$ cat src/rtl/save_timing_ctrl.sv
module save_timing_ctrl #(
  parameter int CNT_W = 32,
  parameter logic [2:0] SRAM_TYPE = 3'd2
) (
  input  logic             clk,
  input  logic             rst_n,
  input  logic [2:0]       cfg_dev_type,
  input  logic             reg_we,
  input  logic [2:0]       reg_sel,
  input  logic [CNT_W-1:0] reg_wdata,
  input  logic             op_req,
  input  logic [1:0]       op_kind,
  output logic             busy,
  output logic             done,
  output logic             reject,
  output logic             emu_grant,
  output logic             host_grant
);
  localparam int NKIND = 4;

  logic [CNT_W-1:0] dur [NKIND];
  logic [CNT_W-1:0] cnt;
  logic             owner;

  wire accept = op_req && !busy && !owner;
  wire [CNT_W-1:0] load = (cfg_dev_type == SRAM_TYPE) ? '0 : dur[op_kind];

  assign emu_grant  = !owner;
  assign host_grant = owner;

  always_ff @(posedge clk) begin
    if (!rst_n) begin
      busy   <= 1'b0;
      done   <= 1'b0;
      reject <= 1'b0;
      owner  <= 1'b0;
      cnt    <= '0;
      for (int i = 0; i < NKIND; i++) dur[i] <= '0;
    end else begin
      done <= 1'b0;
      if (accept) begin
        if (load == '0) done <= 1'b1;
        else begin
          busy <= 1'b1;
          cnt  <= load;
        end
      end else if (busy) begin
        if (cnt == CNT_W'(1)) begin
          busy <= 1'b0;
          done <= 1'b1;
        end
        cnt <= cnt - 1'b1;
      end
      if (op_req && busy) reject <= 1'b1;
      else if (reg_we && reg_sel == 3'd5) reject <= 1'b0;
      if (reg_we && reg_sel == 3'd4) owner <= reg_wdata[0];
      if (reg_we && !reg_sel[2]) dur[reg_sel[1:0]] <= reg_wdata;
    end
  end


  busy_end_done_chk: assert property (@(posedge clk) disable iff (!rst_n)
    $fell(busy) |-> done);

  reject_cause_chk: assert property (@(posedge clk) disable iff (!rst_n)
    $rose(reject) |-> $past(op_req && busy));

  owner_block_chk: assert property (@(posedge clk) disable iff (!rst_n)
    (op_req && owner && !busy) |=> (!busy && !done));

  sram_no_wait_chk: assert property (@(posedge clk) disable iff (!rst_n)
    (accept && cfg_dev_type == SRAM_TYPE) |=> (!busy && done));

  start_busy_chk: assert property (@(posedge clk) disable iff (!rst_n)
    (accept && load != '0) |=> busy);

  grant_excl_chk: assert property (@(posedge clk) disable iff (!rst_n)
    emu_grant != host_grant);
endmodule

$ cat config.mk
export PLATFORM = sky130hd
export DESIGN_NAME = save_timing_ctrl
export DESIGN_NICKNAME = d
export VERILOG_FILES = /design/src/rtl/save_timing_ctrl.sv
export SDC_FILE = /design/constraint.sdc
export NUM_CORES = 1
export LEC_CHECK = 0
export BUFFER_PORTS_ARGS = -buffer_cell sky130_fd_sc_hd__buf_2
export CELL_PAD_IN_SITES_DETAIL_PLACEMENT = 1
export CELL_PAD_IN_SITES_GLOBAL_PLACEMENT = 1
export CORE_ASPECT_RATIO = 1.2
export CORE_MARGIN = 8
export CORE_UTILIZATION = 45
export DETAILED_ROUTE_END_ITERATION = 10
export PLACE_DENSITY_LB_ADDON = 0.1
export SYNTH_ARGS = -nofsm -noshare
export SYNTH_HDL_FRONTEND = slang
export SYNTH_SLANG_ARGS = --single-unit
$ cat constraint.sdc
create_clock -name clk -period 3.4 [get_ports clk]
set_clock_uncertainty 0.15 [all_clocks]
set_input_delay 0.17 -clock clk [delete_from_list [all_inputs] [get_ports clk]]
set_output_delay 0.17 -clock clk [all_outputs]
set_load 0.02 [all_outputs]
# Word-level counts from Yosys, hierarchy flattened
# Memories as Yosys holds them, arrays and structs flattened.
# Cells that the tools add are included.
[totals] reg_bits=36 mem_bits_rw=128 out_inout_bits=5 wordCells=47 n_memories=1
[mem_list] memory="dur" words=4 width=32 rd=1 rd_clocked_by_memory_dff=0 write_ports=4 line_no="21" rtl="logic [CNT_W-1:0] dur [NKIND];"
[op_classes] add_sub_neg=1 n_eq_ne=5 n_mux=21 n_reduce_logical=14
[op_table] op="32-bit two-way mux" n=5
[op_table] op="32-bit by 1-bit == test with 1-bit output, second input constant" n=1
[op_table] op="32-bit zero test" n=1
[op_table] op="32-bit OR reduction" n=1
[op_table] op="32-bit by 1-bit subtractor with 32-bit output, second input constant" n=1
[op_table] op="1-bit two-way mux" n=15
[op_table] op="3-bit == test, second input constant" n=2
[op_table] op="1-bit logical AND" n=6
[op_table] op="2-bit nonzero test" n=2
[op_table] op="3-bit by 2-bit == test with 1-bit output, second input constant" n=1
[op_table] op="1-bit zero test" n=3
[op_table] op="2-bit two-way mux" n=1
[op_table] op="2-bit inequality test, second input constant" n=1
[op_table] op="2-bit AND reduction" n=1

# Logic depth before layout (Yosys ltp)
# Gate-level depths: netlist of run 1.
[depth] word_depth=7 ltp_mapped=9 ltp_nobuf=8

# Worst setup path before layout of run 1
# OpenSTA, ideal clock, no wires.
[synth_timing] path_kind="input to register" startpoint="input reg_sel[0]" endpoint="memory dur[0][0] (enable)" setup_time_ps=466 arrival_time_ps=2901 setup_slack_ps=-117 stages=3 n_path_buf=1 path_cell_list="or2_2 clkbuf_1 o21ai_0"
[synth_rtl] element="from (decl)" line_no="9" rtl="input logic [2:0] reg_sel,"
[synth_rtl] element="to (decl)" line_no="21"

# Worst setup path in the final report of run 1
[layout_timing] startpoint="register cnt[17]" endpoint="register cnt[31]"
[layout_via] elab_chain_len=3
[layout_rtl] element="from (decl)" line_no="22" rtl="logic [CNT_W-1:0] cnt;"
[layout_rtl] element="from (signal assigned)" line_no="45" rtl="cnt <= load;"
[layout_rtl] element="from (signal assigned)" line_no="52" rtl="cnt <= cnt - 1'b1;"
[layout_rtl] element="32-bit by 1-bit subtractor with 32-bit output" line_no="52"
[layout_rtl] element="32-bit two-way mux" line_no="47" rtl="end else if (busy) begin"
[layout_rtl] element="32-bit two-way mux" line_no="41" rtl="if (accept) begin"
# No other way between the ends. The select of a mux whose other input is x is not followed.
# A chain may end at the register's enable or synchronous reset.

==> impl_results.md, run 1 <==
* Status: complete, no violations
* Largest net degree at the start of global routing at 35
* 1st-pass router iterations at 5
* Fin crit share at 0.829
* Post-synthesis cell type count at a little under 60
* Sequential share of the synthesized area at 0.594
* Vias/cell at roughly 5.9
* Die height at between 150 and 200 um
* Die W at ~140 um
* Remaining antenna violation count at 0
* RSZ-0062 raised after global routing: false
* H-tree levels at 4
* R2r startpoint: cnt[17]
* Post-CTS Repair Setup Buffers at 0
* Design Area, Final at ~0.0091 mm^2
* Clk Latency, worst-skew pair at 0.43 ns
* Setup ws final at around 0.58 ns
* Share of layout cells above drive strength 1 at 0.200
* Total power at 0.00506 W
* Non-Filler Instances at 962
* First-pass GRT wire length at 35600 um
* Vias in the first global route at 6171
* Worst relative slew slack at 0.390
* Slowest-stage cell, CP: nor4b_2
* Critical Path RT at ~3.6 ns
* Nets at slightly below 800
* Core outline area at 0.0168 mm^2
* Tightest Pin Transition at about 0.91 ns
* Worst Setup SP: cnt[17]
* Placed cell count at 895
* Placement Rows at 52
* Max-Cap Viols at 0
* CTS tree: done
* Global placement routability congestion at roughly 0.83
* Port-buffer cells at 48
* Area of the multi-input gates at 0.00280 mm^2
* Type of the worst min-delay path: input port to flip-flop
* Hold Path Stages at 2
* Clock transition at path regs at ~0.07 ns
* Bufs and invs on worst path at 0
* Placed cell areas at around 0.008 mm^2
* Drt drc at 0
* Syn-to-layout area delta at 18.8%
* GRT Overall Usage at 0.218
* Top Family by Delay on Critical Path: simple AND/OR/NAND/NOR gates
* Max frequency at between 0.3 and 0.4 GHz
* RR Endpoint: cnt[31]
* Routed wire length at 22800 um
* I/O pin count at 49
* DP HPWL at 14700 um
* Mapped Nets at approximately 700
* CP startpoint kind: flip-flop
* Grt total ovfl at 0
* Fin Setup TNS at 0 ns
* Critical Path Fanout Max at 7
* Main synth FF type: edfxtp_1
* Pins Over Slew Limit at 0
* Final Hold Viols at 0
* Routed wire per std cell at between 20 and 25 um
* Power density over cell area at 555 mW/mm^2
* Setup-failing EPs final at 0
* Post-synthesis instance total at 650
* Mapped cell area at 0.00768 mm^2
* Die area at about 0.022 mm^2
* Clock Path Buffers at 2
* Min Tclk post-route at between 2 and 3 ns
* Maximum VDD drop at approximately 0.00038 V
* Setup slack, reg-to-reg at 0.58 ns
* WS Path Type: flip-flop to flip-flop
* CP endpoint kind: flip-flop
* Post-CTS Hold Fix Bufs at 34
* Sink Count at between 150 and 200
* CTS Buf Count at 17
* Antenna violations before repair at 2
* Setup WS pre-CTS at about 0.46 ns
* Register area at 0.00456 mm^2
* Hold path endpoint: dur[2][31]
* Fillers at between 1500 and 2000
* Starting density of the core at 0.458
* Synth warn at 0
* DR vias at 5679
* CP Cell Sequence: or4_1 > nor4b_2 > and2_1 > nand4_1 > mux2_2 > a31oi_1
* CTS resizes at 0
* Worst path max stage delay at 0.71 ns
* Number of DRC markers in iteration 0 at 413
* Reg2Reg Depth at 6
* EDFF count, synth at 128
* Root Driver: clkbuf_16
* Seq cells post-synth at roughly 160
* Leakage power at 3.43 nW
* Hold path startpoint: reg_sel[1]
* Async S/R FF share, synth at 0
* CP Data Arrival Time at between 3 and 4 ns
* Syn Area/Cell at approximately 12 um^2
per-layer routing:
layer,track usage,wire (um),up-vias
met2,0.389,12300,149
met1,0.254,9190,2929
met3,0.0414,900,32
met4,0.0698,414,2
met5,0,8,-
li1,-,-,2567
power by group:
group	switching, W	total [W]	internal [W]
logic	0.000469	0.000767	0.000297
registers	0.0000947	0.00241	0.00232
clock network	0.000849	0.00188	0.00103
stage by stage:
step                      hold WS (ns)  utilization
after floorplan                  0.165            -
after global placement           0.298        0.489
after detailed placement         0.309        0.489
after CTS                       0.0170        0.544
after global routing            0.0308        0.544
final                           0.0318        0.544
cell usage after synthesis (4+ instances only):
cell       number  area (um^2)
o21ai_0        17         85.1
inv_1          42          158
and3_1          8         50.1
mux4_2         32          721
edfxtp_1      128         3840
a21oi_1        15         75.1
nand3_1        26          130
o311ai_0        4         35.0
a22oi_1         9         67.6
dfxtp_1        36          721
nor2_1         88          330
a31oi_1         7         43.8
nand2_1        61          229
and2_1         33          206
o2bb2ai_1       4         35.0
nor4_1         14         87.6
clkbuf_1       30          113
nor3_1          7         35.0
nand4_1        11         68.8
nor3b_1         6         45.0
o21a_1          4         30.0
worst max path at each step:
stage                      endpoint  slack (ns)  cells past startpoint
final                       cnt[31]        0.58                      6
after global routing        cnt[31]        0.47                      6
after CTS                   cnt[31]        0.60                      6
after detailed placement    cnt[17]        0.46                      9
after global placement       cnt[9]        0.51                      8
after floorplan           dur[1][0]        0.05                      3
flip-flops by register name, summed over array words and instances (netlist names):
name	cells
cnt	32
reject	1
host_grant	1
dur	128
busy	1
done	1
cell usage in the layout, fill, tap and decap left out, types with 7 or more instances in the layout:
master         Yosys  layout
buf_4              2      21
dlygate4sd3_1      0      34
nand2_1           61      61
mux4_2            32      32
dfxtp_1           36      36
nand4_1           11      11
edfxtp_1         128     128
and3_1             8       8
buf_2              3      48
and2_1            33      33
nor3_1             7       7
nor4_1            14      14
a22oi_1            9       9
nand3_1           26      26
nor2_1            88      87
clkbuf_16          0      17
a21oi_1           15      15
inv_1             42      42
o21ai_0           17      14
a31oi_1            7       7
layout make-up:
cell class,count,share of cell area
Antenna cell,1,0.000274
Sequential cell,164,0.500
Timing Repair Buffer,104,0.0831
Tap cell,216,0.0296
Clock inverter,14,0.0158
Inverter,42,0.0173
Multi-Input combinational cell,403,0.307
Clock buffer,18,0.0470
cell families (layout without fill, tap and decap cells):
logic type      Yosys count  after routing  synth area share
buf+inv                  83            178            0.0449
flops                   164            164             0.594
compound gates           88             88            0.0803
other cells               0              1                 0
mux                      35             35            0.0979
simple gates            273            273             0.174
fa+ha+maj                 2              2           0.00326
xor+xnor                  5              5           0.00570
Note: power is estimated with default switching activity, not from simulation.
==> run 2: changes to the inputs <==
clock period = 2.5 ns   (was 3.4 ns; I/O delays follow)
==> impl_results.md, run 2 (synthesized netlist as in run 1, its figures left out) <==
* Placed cell areas at 0.00863 mm^2
* Port-buffer cells at 48
* Fillers at around 1700
* CP endpoint kind: flip-flop
* Drt drc at 0
* Antenna violations before repair at 0
* Share of layout cells above drive strength 1 at 0.278
* Pins Over Slew Limit at 0
* Clock transition at path regs at about 0.070 ns
* H-tree levels at 4
* CTS Buf Count at 17
* CP Data Arrival Time at around 2.8 ns
* Final Hold Viols at 0
* RR Endpoint: cnt[5]
* Core outline area at around 0.017 mm^2
* Setup-failing EPs final at 29
* Setup slack, reg-to-reg at -0.10 ns
* Grt total ovfl at 0
* Die height at 159 um
* Tightest Pin Transition at 0.702 ns
* Largest net degree at the start of global routing at 34
* Root Driver: clkbuf_16
* Global placement routability congestion at a little over 0.8
* Sink Count at ~160
* Worst Setup SP: dur[2][17]
* CP startpoint kind: flip-flop
* Fin crit share at 1.04
* Hold path startpoint: reg_sel[2]
* DP HPWL at around 16000 um
* Max FFs per register at 128
* Design Area, Final at 0.00984 mm^2
* Placement Rows at between 50 and 60
* Number of DRC markers in iteration 0 at ~540
* Clk Latency, worst-skew pair at about 0.43 ns
* WS Path Type: flip-flop to flip-flop
* Failing checks: setup timing
* Min Tclk post-route at 2.60 ns
* Reg2Reg Depth at 8
* I/O pin count at a little under 50
* Vias/cell at 5.78
* Register area at 0.00456 mm^2
* Power density over cell area at approximately 740 mW/mm^2
* Area of the multi-input gates at between 0.002 and 0.003 mm^2
* Clock Path Buffers at 2
* Worst relative slew slack at 0.531
* Max-Cap Viols at 0
* Nets at approximately 840
* Die area at around 0.022 mm^2
* Starting density of the core at 0.458
* Total power at between 0.007 and 0.008 W
* Critical Path Fanout Max at 7
* Hold Path Stages at 5
* Maximum VDD drop at 0.000496 V
* Setup WS pre-CTS at -0.401 ns
* Type of the worst min-delay path: input port to flip-flop
* Register bank with the most flops: dur
* DR vias at between 5000 and 6000
* R2r startpoint: dur[2][17]
* Status: complete, but fails checks
* Die W at about 140 um
* Routed wire length at 23900 um
* GRT Overall Usage at 0.227
* First-pass GRT wire length at approximately 37000 um
* RSZ-0062 raised after global routing: true
* Commonest non-fill, non-tap cell in the layout: edfxtp_1
* Leakage power at between 3 and 4 nW
* CTS tree: done
* Setup ws final at -0.103 ns
* Max frequency at approximately 0.38 GHz
* Largest registers: dur x128, cnt x32
* Post-layout util at 0.586
* Vias in the first global route at around 6500
* Hold path endpoint: host_grant
* Critical Path RT at around 2.7 ns
* Routed wire per std cell at approximately 23 um
* Syn-to-layout area delta at 28.0%
* Remaining antenna violation count at 0
* Commonest cells after routing, fill and taps aside: edfxtp_1, nor2_1, buf_4
* 1st-pass router iterations at 5
run 2: final cells by class:
type / instances / share of cell area
Inverter: 42 / 0.0160
Tap cell: 216 / 0.0275
Sequential cell: 164 / 0.464
Clock buffer: 17 / 0.0433
Multi-Input combinational cell: 403 / 0.299
Antenna cell: 1 / 0.000254
Clock inverter: 15 / 0.0186
Timing Repair Buffer: 162 / 0.131
run 2: metrics by stage:
stage	instances	hold WS (ns)	setup TNS, ns
2_1_floorplan	650	0.120	-3.39
3_3_place_gp	943	0.265	-6.73
3_5_place_dp	943	0.276	-8.00
4_1_cts	1016	0.0167	-2.70
5_1_grt	1019	0.0318	-4.01
6_report	1020	0.0219	-1.57
run 2: power by group:
group / internal, W / switching (W) / total (W)
registers: 0.00315 / 0.000143 / 0.00330
clock network: 0.00144 / 0.00124 / 0.00268
logic: 0.000562 / 0.000706 / 0.00127
run 2: repair_timing:
| item | in CTS | in global routing |
|---|---|---|
| pin swaps | 7 | 9 |
| resized for setup | 14 | 21 |
| endpoints found under the hold margin | 128 | 0 |
| buffers inserted | 5 | 3 |
| setup endpoints to repair | 34 | 34 |
| hold buffers | 36 | 0 |
run 2: worst max path at each step:
| stage | to | slack (ns) | cells past startpoint |
|---|---|---|---|
| final | cnt[5] | -0.10 | 8 |
| after CTS | cnt[9] | -0.13 | 9 |
| after floorplan | dur[0][0] | -0.11 | 3 |
| after global routing | cnt[31] | -0.19 | 8 |
| after global placement | cnt[9] | -0.37 | 9 |
| after detailed placement | cnt[9] | -0.40 | 10 |
run 2: critical path, stage by stage (launching register included):
cell and delay [ns]:
edfxtp_1 0.41, mux4_2 0.50, nor4_1 0.37, nand4_1 0.27, o21ai_4 0.25, buf_6 0.12
and3_1 0.17, buf_6 0.15, o2bb2ai_1 0.13
run 2: metal layers:
metal  up-vias  global-route usage  share of wire
met1      3025               0.274           0.41
li1       2684                   -              -
met4         0              0.0794          0.025
met2       149               0.397           0.53
met3        37              0.0382          0.035
met5         -                   0              0
==> run 3: changes to the inputs <==
BUFFER_PORTS_ARGS = default   (was -buffer_cell sky130_fd_sc_hd__buf_2)
CORE_UTILIZATION = 47   (was 45)
DONT_BUFFER_PORTS = 1   (was default)
==> impl_results.md, run 3 (synthesized netlist as in run 1, its figures left out) <==
* Fin crit share at 0.997
* Placement Rows at between 50 and 60
* Hold path startpoint: op_kind[1]
* Sw Share at 0.278
* Syn-to-layout area delta at 20.0%
* Int Pwr at ~0.005 W
* Clock group share of total power at 0.369
* Largest net degree at the start of global routing at 34
* Commonest non-fill, non-tap cell in the layout: edfxtp_1
* Max frequency at approximately 0.40 GHz
* Worst Setup SP: dur[2][30]
* Max FFs per register at between 100 and 150
* Post-layout util at 0.571
* Core outline area at between 0.015 and 0.02 mm^2
* H-tree levels at 4
* WS Path Type: flip-flop to flip-flop
* DP HPWL at roughly 14000 um
* Routed wire length at around 22000 um
* GRT Overall Usage at 0.224
* Number of DRC markers in iteration 0 at 411
* Drt drc at 0
* I/O pin count at about 50
* Antenna violations before repair at 0
* Final Hold Viols at 0
* Grt total ovfl at 0
* Starting density of the core at 0.476
* Maximum VDD drop at 0.000476 V
* Clock transition at path regs at 0.07 ns
* 1st-pass router iterations at 5
* Status: complete, no violations
* Critical Path RT at 2.68 ns
* Placed cell areas at slightly above 0.008 mm^2
* Vias/cell at between 5 and 6
* Clock Path Buffers at 2
* R2r startpoint: dur[2][30]
* Min Tclk post-route at approximately 2.5 ns
* Setup-failing EPs final at 0
* Register bank with the most flops: dur
* CP endpoint kind: flip-flop
* Total power at ~0.007 W
* Design Area, Final at between 0.009 and 0.01 mm^2
* Clk Latency, worst-skew pair at between 0.4 and 0.5 ns
* Global placement routability congestion at 0.840
* Largest registers: dur x128, cnt x32
* CTS tree: done
* DR vias at ~5600
* First-pass GRT wire length at 35200 um
* CP startpoint kind: flip-flop
* Pins Over Slew Limit at 0
* Routed wire per std cell at approximately 24 um
* Nets at approximately 760
* CTS Buf Count at 17
* Die height at roughly 160 um
* Port-buffer cells at 0
* Sw power at approximately 0.0019 W
* Commonest cells after routing, fill and taps aside: edfxtp_1, nor2_1, nand2_1
* Share of layout cells above drive strength 1 at 0.190
* Worst hold slack at around 0.021 ns
* Fin Setup TNS at 0 ns
* Vias in the first global route at between 6000 and 7000
* Critical Path Fanout Max at 10
* Tightest Pin Transition at roughly 0.79 ns
* Remaining antenna violation count at 0
* Fillers at approximately 1600
* Root Driver: clkbuf_16
* Power density over cell area at 752 mW/mm^2
* CP Data Arrival Time at roughly 2.7 ns
* Logic gate share of total power at 0.159
* RSZ-0062 raised after global routing: true
* Die area at 0.0207 mm^2
* Type of the worst min-delay path: input port to flip-flop
* Worst relative slew slack at 0.475
* Die W at about 130 um
* Seq pwr share at 0.472
* Sink Count at 164
* Max-Cap Viols at 0
* Leakage power at 3.39 nW
-- run 3: cell count changes in the layout (fill, tap and decap cells not counted), moves of 6 or more --
cell,delta
buf_2,-48
buf_4,-30
dlygate4sd3_1,+8
buf_12,-6
-- run 3: metrics by stage --
stage / worst slack (ns) / cells
after floorplan: -0.106 / 650
after global placement: 0.0266 / 858
after detailed placement: 0.000220 / 858
after CTS: -0.0193 / 934
after global routing: -0.108 / 937
final: 0.00778 / 938
-- run 3: power groups by stage --
stage          logic [W]  registers, W  clock network [W]
2_1_floorplan   0.000652       0.00329                  0
3_3_place_gp    0.000951       0.00331                  0
6_report         0.00110       0.00327            0.00256
5_1_grt          0.00118       0.00329            0.00268
4_1_cts          0.00107       0.00327            0.00259
3_5_place_dp    0.000969       0.00332                  0
-- run 3: metal layers --
layer  share of wire  routed length [um]  vias to the layer above  track usage
met5               0                   0                        -            0
met4           0.019                 429                        0       0.0807
met3           0.043                 976                       28       0.0464
met2            0.53               11800                      136        0.397
met1            0.41                9260                     2872        0.263
li1                -                   -                     2533            -
-- run 3: what timing repair did --
| item | CTS | global route |
|---|---|---|
| setup buffers | 0 | 3 |
| pin swaps | 2 | 8 |
| hold endpoints to repair | 150 | 0 |
| gates resized for setup | 9 | 18 |
| hold buffers | 44 | 0 |
| endpoints found under the setup margin | 12 | 30 |
-- run 3: path summary, 6_finish.rpt --
kind	slack, ns	endpoint	cells after the start
worst max-delay path	0.008	cnt[9]	7
worst min-delay path	0.02	cnt[27]	3
worst max register to register	0.008	cnt[9]	7
worst min register to register	0.35	cnt[27]	2
-- run 3: worst max-delay path, stage by stage, from the launching register on --
cell and delay, ns:
edfxtp_1 0.39, mux4_2 0.54, nor4_1 0.32, nand4_1 0.20, o21ai_2 0.28, buf_6 0.19
a222oi_1 0.11, a211oi_1 0.23
-- run 3: cell type report --
| type | count | area, um^2 | share of cell area |
|---|---|---|---|
| Antenna cell | 1 | 2.50 | 0.000271 |
| Clock buffer | 17 | 425 | 0.0461 |
| Clock inverter | 15 | 145 | 0.0157 |
| Inverter | 42 | 158 | 0.0171 |
| Multi-Input combinational cell | 403 | 2910 | 0.315 |
| Sequential cell | 164 | 4560 | 0.495 |
| Tap cell | 212 | 265 | 0.0288 |
| Timing Repair Buffer | 84 | 756 | 0.0820 |
